$ cat src/rtl/pl_crc_pkg.sv
package pl_crc_pkg;

  // strobes from control to datapath, one per datapath action
  typedef struct packed {
    logic loadCfg;     // capture configuration and seed
    logic shiftMsg;    // absorb one message bit
    logic captureRes;  // latch final check value
    logic shiftTail;   // shift working register without feedback
    logic cmpTail;     // compare received bit with top bit
    logic finish;      // update verdict, frame ends
  } crcStrobe_t;

  typedef enum logic [1:0] {
    ST_IDLE = 2'd0,
    ST_MSG  = 2'd1,
    ST_TAIL = 2'd2,
    ST_DONE = 2'd3
  } crcState_t;

endpackage

$ cat src/rtl/pl_crc_dp.sv
module pl_crc_dp
  import pl_crc_pkg::*;
#(
  parameter int MAX_W = 8,
  parameter int LEN_W = 4
) (
  input  logic             clk,
  input  logic             rstN,
  input  crcStrobe_t       stb,
  input  logic [MAX_W-1:0] cfgPoly,
  input  logic [MAX_W-1:0] cfgSeed,
  input  logic [LEN_W-1:0] cfgLen,
  input  logic             cfgCheck,
  input  logic             msgBit,
  output logic [LEN_W-1:0] lenQ,
  output logic             checkQ,
  output logic             topBit,
  output logic [MAX_W-1:0] crcValue,
  output logic             matchFlag
);

  localparam logic [LEN_W-1:0] LEN_MAX = LEN_W'(MAX_W);

  logic [MAX_W-1:0] polyQ;
  logic [MAX_W-1:0] shiftQ;
  logic [MAX_W-1:0] resultQ;
  logic [MAX_W-1:0] lenMask;
  logic [MAX_W-1:0] loadMask;
  logic [MAX_W-1:0] stepVal;
  logic [MAX_W-1:0] shiftNext;
  logic [LEN_W-1:0] lenClamp;
  logic             errQ;
  logic             matchQ;
  logic             feedback;
  logic             bitMiss;

  assign lenClamp = (cfgLen > LEN_MAX) ? LEN_MAX : cfgLen;

  // per-bit masks for the held length and the length being loaded
  for (genvar g = 0; g < MAX_W; g++) begin : g_mask
    assign lenMask[g]  = (lenQ > LEN_W'(g));
    assign loadMask[g] = (lenClamp > LEN_W'(g));
  end

  // select register bit L-1
  always_comb begin
    topBit = 1'b0;
    for (int i = 0; i < MAX_W; i++) begin
      if (lenQ == LEN_W'(i + 1)) topBit = shiftQ[i];
    end
  end

  assign feedback = msgBit ^ topBit;
  assign stepVal  = ((shiftQ << 1) ^ (feedback ? polyQ : '0)) & lenMask;
  assign shiftNext = stb.shiftMsg ? stepVal : shiftQ;
  assign bitMiss  = stb.cmpTail && (msgBit != topBit);

  always_ff @(posedge clk or negedge rstN) begin
    if (!rstN) begin
      lenQ    <= '0;
      checkQ  <= 1'b0;
      polyQ   <= '0;
      shiftQ  <= '0;
      resultQ <= '0;
      errQ    <= 1'b0;
      matchQ  <= 1'b0;
    end else if (stb.loadCfg) begin
      lenQ    <= lenClamp;
      checkQ  <= cfgCheck;
      polyQ   <= cfgPoly;
      shiftQ  <= cfgSeed & loadMask;
      resultQ <= '0;
      errQ    <= 1'b0;
      matchQ  <= 1'b0;
    end else begin
      if (stb.shiftTail) begin
        shiftQ <= (shiftQ << 1) & lenMask;
      end else begin
        shiftQ <= shiftNext;
      end
      if (stb.captureRes) resultQ <= shiftNext;
      if (bitMiss) errQ <= 1'b1;
      if (stb.finish) matchQ <= !(errQ || bitMiss);
    end
  end

  assign crcValue  = resultQ;
  assign matchFlag = matchQ;

endmodule

$ cat src/rtl/pl_crc_ctrl.sv
module pl_crc_ctrl
  import pl_crc_pkg::*;
#(
  parameter int LEN_W = 4
) (
  input  logic             clk,
  input  logic             rstN,
  input  logic             startPulse,
  input  logic             msgValid,
  input  logic             msgEnd,
  input  logic [LEN_W-1:0] lenQ,
  input  logic             checkQ,
  output crcStrobe_t       stb,
  output logic             busy,
  output logic             doneStrobe,
  output logic             crcBitValid
);

  crcState_t        stateQ, stateD;
  logic [LEN_W-1:0] cntQ, cntD;
  logic             advance;

  always_comb begin
    stb     = '0;
    stateD  = stateQ;
    cntD    = cntQ;
    advance = 1'b0;
    if (startPulse) begin
      stb.loadCfg = 1'b1;
      stateD      = ST_MSG;
    end else begin
      unique case (stateQ)
        ST_MSG: begin
          stb.shiftMsg = msgValid;
          if (msgEnd) begin
            stb.captureRes = 1'b1;
            cntD = lenQ;
            if (lenQ == '0) begin
              stb.finish = 1'b1;
              stateD     = ST_DONE;
            end else begin
              stateD = ST_TAIL;
            end
          end
        end
        ST_TAIL: begin
          if (!checkQ) begin
            stb.shiftTail = 1'b1;
            advance       = 1'b1;
          end else if (msgValid) begin
            stb.cmpTail   = 1'b1;
            stb.shiftTail = 1'b1;
            advance       = 1'b1;
          end
          if (advance) begin
            cntD = cntQ - 1'b1;
            if (cntQ == LEN_W'(1)) begin
              stb.finish = 1'b1;
              stateD     = ST_DONE;
            end
          end
        end
        ST_DONE: stateD = ST_IDLE;
        default: stateD = ST_IDLE;
      endcase
    end
  end

  always_ff @(posedge clk or negedge rstN) begin
    if (!rstN) begin
      stateQ <= ST_IDLE;
      cntQ   <= '0;
    end else begin
      stateQ <= stateD;
      cntQ   <= cntD;
    end
  end

  assign busy        = (stateQ == ST_MSG) || (stateQ == ST_TAIL);
  assign doneStrobe  = (stateQ == ST_DONE);
  assign crcBitValid = (stateQ == ST_TAIL) && !checkQ;

endmodule

$ cat src/rtl/pl_crc_engine.sv
module pl_crc_engine
  import pl_crc_pkg::*;
#(
  parameter int MAX_W = 8
) (
  input  logic                         clk,
  input  logic                         rstN,
  input  logic                         startPulse,
  input  logic [MAX_W-1:0]             cfgPoly,
  input  logic [MAX_W-1:0]             cfgSeed,
  input  logic [$clog2(MAX_W+1)-1:0]   cfgLen,
  input  logic                         cfgCheck,
  input  logic                         msgBit,
  input  logic                         msgValid,
  input  logic                         msgEnd,
  output logic                         busy,
  output logic [MAX_W-1:0]             crcValue,
  output logic                         crcBitOut,
  output logic                         crcBitValid,
  output logic                         doneStrobe,
  output logic                         matchFlag
);

  localparam int LEN_W = $clog2(MAX_W + 1);

  crcStrobe_t       stb;
  logic [LEN_W-1:0] lenQ;
  logic             checkQ;
  logic             topBit;

  pl_crc_ctrl #(.LEN_W(LEN_W)) u_ctrl (
    .clk         (clk),
    .rstN        (rstN),
    .startPulse  (startPulse),
    .msgValid    (msgValid),
    .msgEnd      (msgEnd),
    .lenQ        (lenQ),
    .checkQ      (checkQ),
    .stb         (stb),
    .busy        (busy),
    .doneStrobe  (doneStrobe),
    .crcBitValid (crcBitValid)
  );

  pl_crc_dp #(.MAX_W(MAX_W), .LEN_W(LEN_W)) u_dp (
    .clk       (clk),
    .rstN      (rstN),
    .stb       (stb),
    .cfgPoly   (cfgPoly),
    .cfgSeed   (cfgSeed),
    .cfgLen    (cfgLen),
    .cfgCheck  (cfgCheck),
    .msgBit    (msgBit),
    .lenQ      (lenQ),
    .checkQ    (checkQ),
    .topBit    (topBit),
    .crcValue  (crcValue),
    .matchFlag (matchFlag)
  );

  assign crcBitOut = crcBitValid & topBit;

endmodule

$ cat config.mk
export PLATFORM = sky130hd
export DESIGN_NAME = pl_crc_engine
export DESIGN_NICKNAME = d
export VERILOG_FILES = /design/src/rtl/pl_crc_pkg.sv /design/src/rtl/pl_crc_dp.sv /design/src/rtl/pl_crc_ctrl.sv /design/src/rtl/pl_crc_engine.sv
export SDC_FILE = /design/constraint.sdc
export NUM_CORES = 1
export LEC_CHECK = 0
export BUFFER_PORTS_ARGS = -buffer_cell sky130_fd_sc_hd__buf_2
export CORE_AREA = 2 2 107 109
export CTS_BUF_LIST = sky130_fd_sc_hd__clkbuf_8
export DETAILED_ROUTE_END_ITERATION = 12
export DIE_AREA = 0 0 109 111
export SYNTH_ARGS = -nofsm -noshare
export SYNTH_HDL_FRONTEND = slang
export SYNTH_SLANG_ARGS = --single-unit
$ cat constraint.sdc
create_clock -name clk -period 2.5 [get_ports clk]
set_input_delay 0.5 -clock clk [delete_from_list [all_inputs] [get_ports clk]]
set_output_delay 0.5 -clock clk [all_outputs]
set_load 0.01 [all_outputs]
# Word level (Yosys, flattened, before mapping)
# Cells that the tools add are included.
[op_classes] n_mux=45 bitwise=7 add_sub_neg=1 n_eq_ne=18 reduce_logical=13 order_cmp=17
[op_table] operator="two-way mux 8 bit" n=6
[op_table] operator="> comparator 4 x 3 -> 1 bit, second input constant" n=8
[op_table] operator="two-way mux 1 bit" n=25
[op_table] operator="bitwise AND 8 bit" n=3
[op_table] operator="equality test 4 x 3 -> 1 bit, second input constant" n=4
[op_table] operator="> comparator 4 x 1 -> 1 bit, second input constant" n=4
[op_table] operator="> comparator 4 x 2 -> 1 bit, second input constant" n=4
[op_table] operator="two-way mux 2 bit" n=7
[op_table] operator="two-way mux 4 bit" n=3
[op_table] operator="equality test 4 x 1 -> 1 bit, second input constant" n=2
[op_table] operator="equality test 4 x 2 -> 1 bit, second input constant" n=2
[op_table] operator="one-hot mux 4 bit (2 select lines)" n=1
[op_table] operator="nonzero test 2 bit" n=4
[op_table] operator="bitwise XOR 8 bit" n=1
[op_table] operator="!= test 3 x 2 -> 1 bit, second input constant" n=2
[op_table] operator="two-way mux 5 bit" n=1
[op_table] operator="equality test 2 bit, second input constant" n=2
[op_table] operator="equality test 4 bit, second input constant" n=1
[op_table] operator="> comparator 4 bit, second input constant" n=1
[op_table] operator="zero test 4 bit" n=1
[op_table] operator="one-hot mux 2 bit (2 select lines)" n=1
[op_table] operator="AND reduction 4 bit" n=1
[op_table] operator="subtractor 4 x 1 -> 4 bit, second input constant" n=1
[op_table] operator="!= test 3 bit, second input constant" n=1
[op_table] operator="12 further kinds" n=15
[word_totals] reg_bits=37 wordCells=110 in_bits=27

# Depth between registers and ports, before layout
[logic_depth] word_depth=16 ltp_mapped=9

# Modules after synthesis
# A second synthesis with hierarchy kept.
[hier_totals] cells_unflattened=286 area_unflattened_um2=2557.5
[by_module_without_submodules] mod="pl_crc_dp" instances=1 area_per_inst_um2=2015.7 cells_each=222
[by_module_without_submodules] mod="pl_crc_ctrl" instances=1 area_per_inst_um2=535.5 cells_each=63
[by_module_without_submodules] mod="pl_crc_engine" instances=1 area_per_inst_um2=6.3 cells_each=1

# Worst setup path before layout
# Ideal clock, no wire load.
[synth_path] path_type="flip-flop to flip-flop" start="register u_dp.lenQ[2]" end="register u_dp.shiftQ[2]" setup_ps=135 arrival_time_ps=1965 period_less_slack_ps=2101 path_stages_with_launch=9 t_required_ps=2365 path_slack_ps=399 cell_sequence="dfrtp_1 -> buf_6 -> mux2_4 -> a211o_4 -> buf_6 -> a311oi_1 -> a21oi_1 -> a2111oi_0 -> o31ai_1"
[synth_via] elab_chain_len=16 elab_cells_between_ends=25
[synth_lines] element="start, declared" line_no="pl_crc_dp.sv:15" source="output logic [LEN_W-1:0] lenQ,"
[synth_lines] element="start signal, assigned" line_no="pl_crc_dp.sv:68" source="lenQ <= lenClamp;"
[synth_lines] element="equality test 4 x 1 -> 1 bit" line_no="pl_crc_dp.sv:49" source="if (lenQ == LEN_W'(i + 1)) topBit = shiftQ[i];"
[synth_lines] element="two-way mux 1 bit (8 in a row)" line_no="pl_crc_dp.sv:49"
[synth_lines] element="bitwise XOR 1 bit" line_no="pl_crc_dp.sv:53" source="assign feedback = msgBit ^ topBit;"
[synth_lines] element="two-way mux 8 bit" line_no="pl_crc_dp.sv:54" source="assign stepVal = ((shiftQ << 1) ^ (feedback ? polyQ : '0)) & lenMask;"
[synth_lines] element="bitwise XOR 8 bit" line_no="pl_crc_dp.sv:54"
[synth_lines] element="bitwise AND 8 bit" line_no="pl_crc_dp.sv:54"
[synth_lines] element="two-way mux 8 bit" line_no="pl_crc_dp.sv:55" source="assign shiftNext = stb.shiftMsg ? stepVal : shiftQ;"
[synth_lines] element="two-way mux 8 bit (*)" line_no="pl_crc_dp.sv:76" source="if (stb.shiftTail) begin"
[synth_lines] element="two-way mux 8 bit (*)" line_no="pl_crc_dp.sv:67" source="end else if (stb.loadCfg) begin"
[synth_lines] element="end signal, assigned" line_no="pl_crc_dp.sv:71" source="shiftQ <= cfgSeed & loadMask;"
[synth_lines] element="end signal, assigned" line_no="pl_crc_dp.sv:77" source="shiftQ <= (shiftQ << 1) & lenMask;"
[synth_lines] element="end signal, assigned" line_no="pl_crc_dp.sv:79" source="shiftQ <= shiftNext;"
[synth_lines] element="end, declared" line_no="pl_crc_dp.sv:25" source="logic [MAX_W-1:0] shiftQ;"
# Every way passes the cells marked *; elsewhere a longest branch is shown, timed or not.
# A chain may end at the register's enable or synchronous reset.

# Worst setup path in the final report
[layout_path] start="register u_dp.lenQ[2]" end="output port crcBitOut"
[layout_via] elab_chain_len=10 elab_cells_between_ends=17
[layout_lines] element="equality test 4 x 1 -> 1 bit" line_no="pl_crc_dp.sv:49"
[layout_lines] element="two-way mux 1 bit (7 in a row)" line_no="pl_crc_dp.sv:49"
[layout_lines] element="two-way mux 1 bit (*)" line_no="pl_crc_dp.sv:49"
[layout_lines] element="bitwise AND 1 bit (*)" line_no="pl_crc_engine.sv:61" source="assign crcBitOut = crcBitValid & topBit;"
[layout_lines] element="end, declared" line_no="pl_crc_engine.sv:18" source="output logic crcBitOut,"
# Marked as above.

==> out/metrics.yaml <==
path_max_fanout: 12
slowest_delay_ns: 0.46
startpoint_type: "flop"
fillerInstances: 1170
path_delay_family: "compound AO/OA/AOI/OAI gates"
finalPower_uw: 2720
grt.total_usage: 0.171
synth_edf_count: 0
avgViaCountPerCell: 5.75
setup_violations: 0
synth_seq_area_share: 0.310
path_class: "flop to output port"
ant_nets: 0
first_pass_iters: 7
max-slew-margin-rel: 0.354
yosysTopAreaCellShare: 0.310
cpMaxStageDelayCell: "dfrtp_2"
grt_pass1_vias: 2943
synth_area_leaders: "dfrtp_1, o21ai_0, nand2_1, a21oi_1, nand4_1"
ctsResizeCount: 0
ys_seq_elements: 37
post-route-drc-count: 0
antenna_found_initial: 0
synth.distinct_cells: 67
ctsHtreeMaxLevel: 2
vias: 3151
arrival_ns: 1.91
clock-sinks: 37
post_cts.repair.setup_buffers: 0
cp_num_buf_inv: 1
finalMaxSlewViolations: 0
drt-initial-drc-count: 357
syn_avg_cell_area_um2: 8.27
synthFlopType: "dfrtp_1"
nNetsFinal: 436
power.density_nw_per_um2: 755
required_ns: 2.00
die_height_um: 111
coreArea_um2: 11100
vdd_drop_max_v: 0.000250
status: "finished, final reports clean"
synth_area_um2: 2990
clock_path_buffers: 2
io_pins: 40
n_antenna_cell: 0
maxCapViolations: 0
finalCritPeriodShare: 0.962
yosysTopAreaCell: "dfrtp_1"
cts.clk_slew.worst_paths_ns: 0.09
fmax_mhz: 416
wire_per_inst_um: 18.4
async_reset_ff_frac: 1.00
grt_max_degree: 38
die_x_um: 109
hold_viol_final: 0
synth_warnings: 0
final_area_um2: 3600
cts_tree: "yes"
leakagePower_uw: 0.00149
period_minus_slack_ns: 2.41
crit_path_start: "u_dp.lenQ[2]"
gp_congestion: 0.883
grt_pass1_wl_um: 16100
hp-class: "input pin to async pin"
dp_hpwl_um: 7450
area_growth_syn_to_layout_pct: 20.4
worstPathCellList: "mux2_4 > a211o_4 > nand3_4 > a21boi_1 > buf_2"
num_rows: 39
fin_tns_setup_ns: 0
placed_cell_area_um2: 3440
skew_ns: 0.0140
cts_root_buf: "clkbuf_8"
cts_buffers: 5
end_kind: "output port"
die-area_um2: 12100
utilization: 0.325
wirelength_um: 10100
cts_hold_buf: 0
worst_pin_slew_ns: 0.959
initial_core_util: 0.270
grt-ovfl-total: 0
rr_startpoint: "u_dp.lenQ[2]"
multi_input_area_um2: 1860
layout-drive-gt1-share: 0.247
clock_latency_ns: 0.31
synth_fp_nets: 393
netlist_instances: 361
layout.area.seq_um2: 927
io_buffer_count: 39
-- report_power, final --
group          leakage, µW  switching, µW  internal, µW
Combinational     0.000962            707           490
Sequential        0.000462            129           726
Clock            0.0000687            260           402
Total              0.00149           1100          1620
-- Yosys cell counts, types with 3 or more instances --
library cell,n
buf_2,6
o211ai_1,6
and2_1,3
mux2_2,8
nor4b_1,3
a211o_1,8
a31oi_1,12
and4_1,3
a21oi_1,21
a32oi_1,3
a31o_2,3
ha_1,5
o311ai_0,4
a221oi_1,3
nor3_1,10
a22o_1,3
nor2_1,10
nor4_1,3
o22ai_1,4
dfrtp_1,37
o31ai_1,3
nor2b_1,9
a211oi_1,12
nand2b_1,6
nand3_1,8
clkbuf_1,23
a22oi_1,7
nand4_1,16
o21ai_0,28
nand2_1,31
and3_1,4
inv_1,14
-- registers in the layout (all words and copies together) (netlist names) --
signal          count
u_ctrl.cntQ         4
u_dp.checkQ         1
u_ctrl.stateQ       2
u_dp.lenQ           4
u_dp.errQ           1
u_dp.matchFlag      1
u_dp.shiftQ         8
u_dp.crcValue       8
u_dp.polyQ          8
-- area by class of cell --
class                   instances  share of cell area
well taps                     143              0.0498
flip-flops and latches         37               0.258
multi-input cells             275               0.518
clock inverters                 3              0.0191
inverters                      14              0.0146
repair buffers                 71               0.121
clock buffers                   5              0.0191
-- stage by stage --
step                      setup WS, ns  cells  hold WS [ns]
after floorplan                  0.399    361         0.204
after global placement           0.224    540         0.509
after detailed placement         0.132    540         0.508
after CTS                       0.0271    548         0.370
after global routing           -0.0217    548         0.406
final                           0.0940    548         0.330
-- routing by layer --
layer  GRT usage  share of wire  vias up
met5           0              0        -
met4      0.0547          0.022        0
met3      0.0294          0.056       15
met2       0.260           0.46      104
met1       0.243           0.46     1548
li1            -              -     1484
-- cells in the final DEF (no fill, tap or decap), types with 4 or more instances in the layout --
cell and instances:
nand4_1 16, nor3_1 10, nand3_1 8, a22oi_1 7, buf_4 32, mux2_2 8, ha_1 5, a21oi_1 21
nor2_1 10, o311ai_0 4, a211o_1 8, nor2b_1 9, clkbuf_8 5, o21ai_0 28, nand2_1 31, nand2b_1 6
a211oi_1 12, dfrtp_1 36, o211ai_1 6, o22ai_1 4, and3_1 4, a31oi_1 12, inv_1 14, buf_2 39
-- cells by family after synthesis --
logic type | after synthesis | synth area share
buffers and inverters | 49 | 0.0712
DFF | 37 | 0.310
and+or+nand+nor | 118 | 0.223
adders and majority gates | 5 | 0.0209
muxes | 11 | 0.0419
AOI/OAI and AO/OA | 141 | 0.333
-- final timing paths --
path                               endpoint  slack [ns]  cells after the start
setup / recovery                  crcBitOut        0.09                      5
hold / removal             u_dp.crcValue[0]        0.33                      1
setup reg to reg             u_dp.shiftQ[7]        0.12                      7
hold reg to reg               u_dp.polyQ[0]        0.53                      1
max in group asynchronous      u_dp.lenQ[2]        1.53                      1
min in group clk                u_dp.checkQ        0.41                      3
Note: power is estimated with default switching activity, not from simulation.
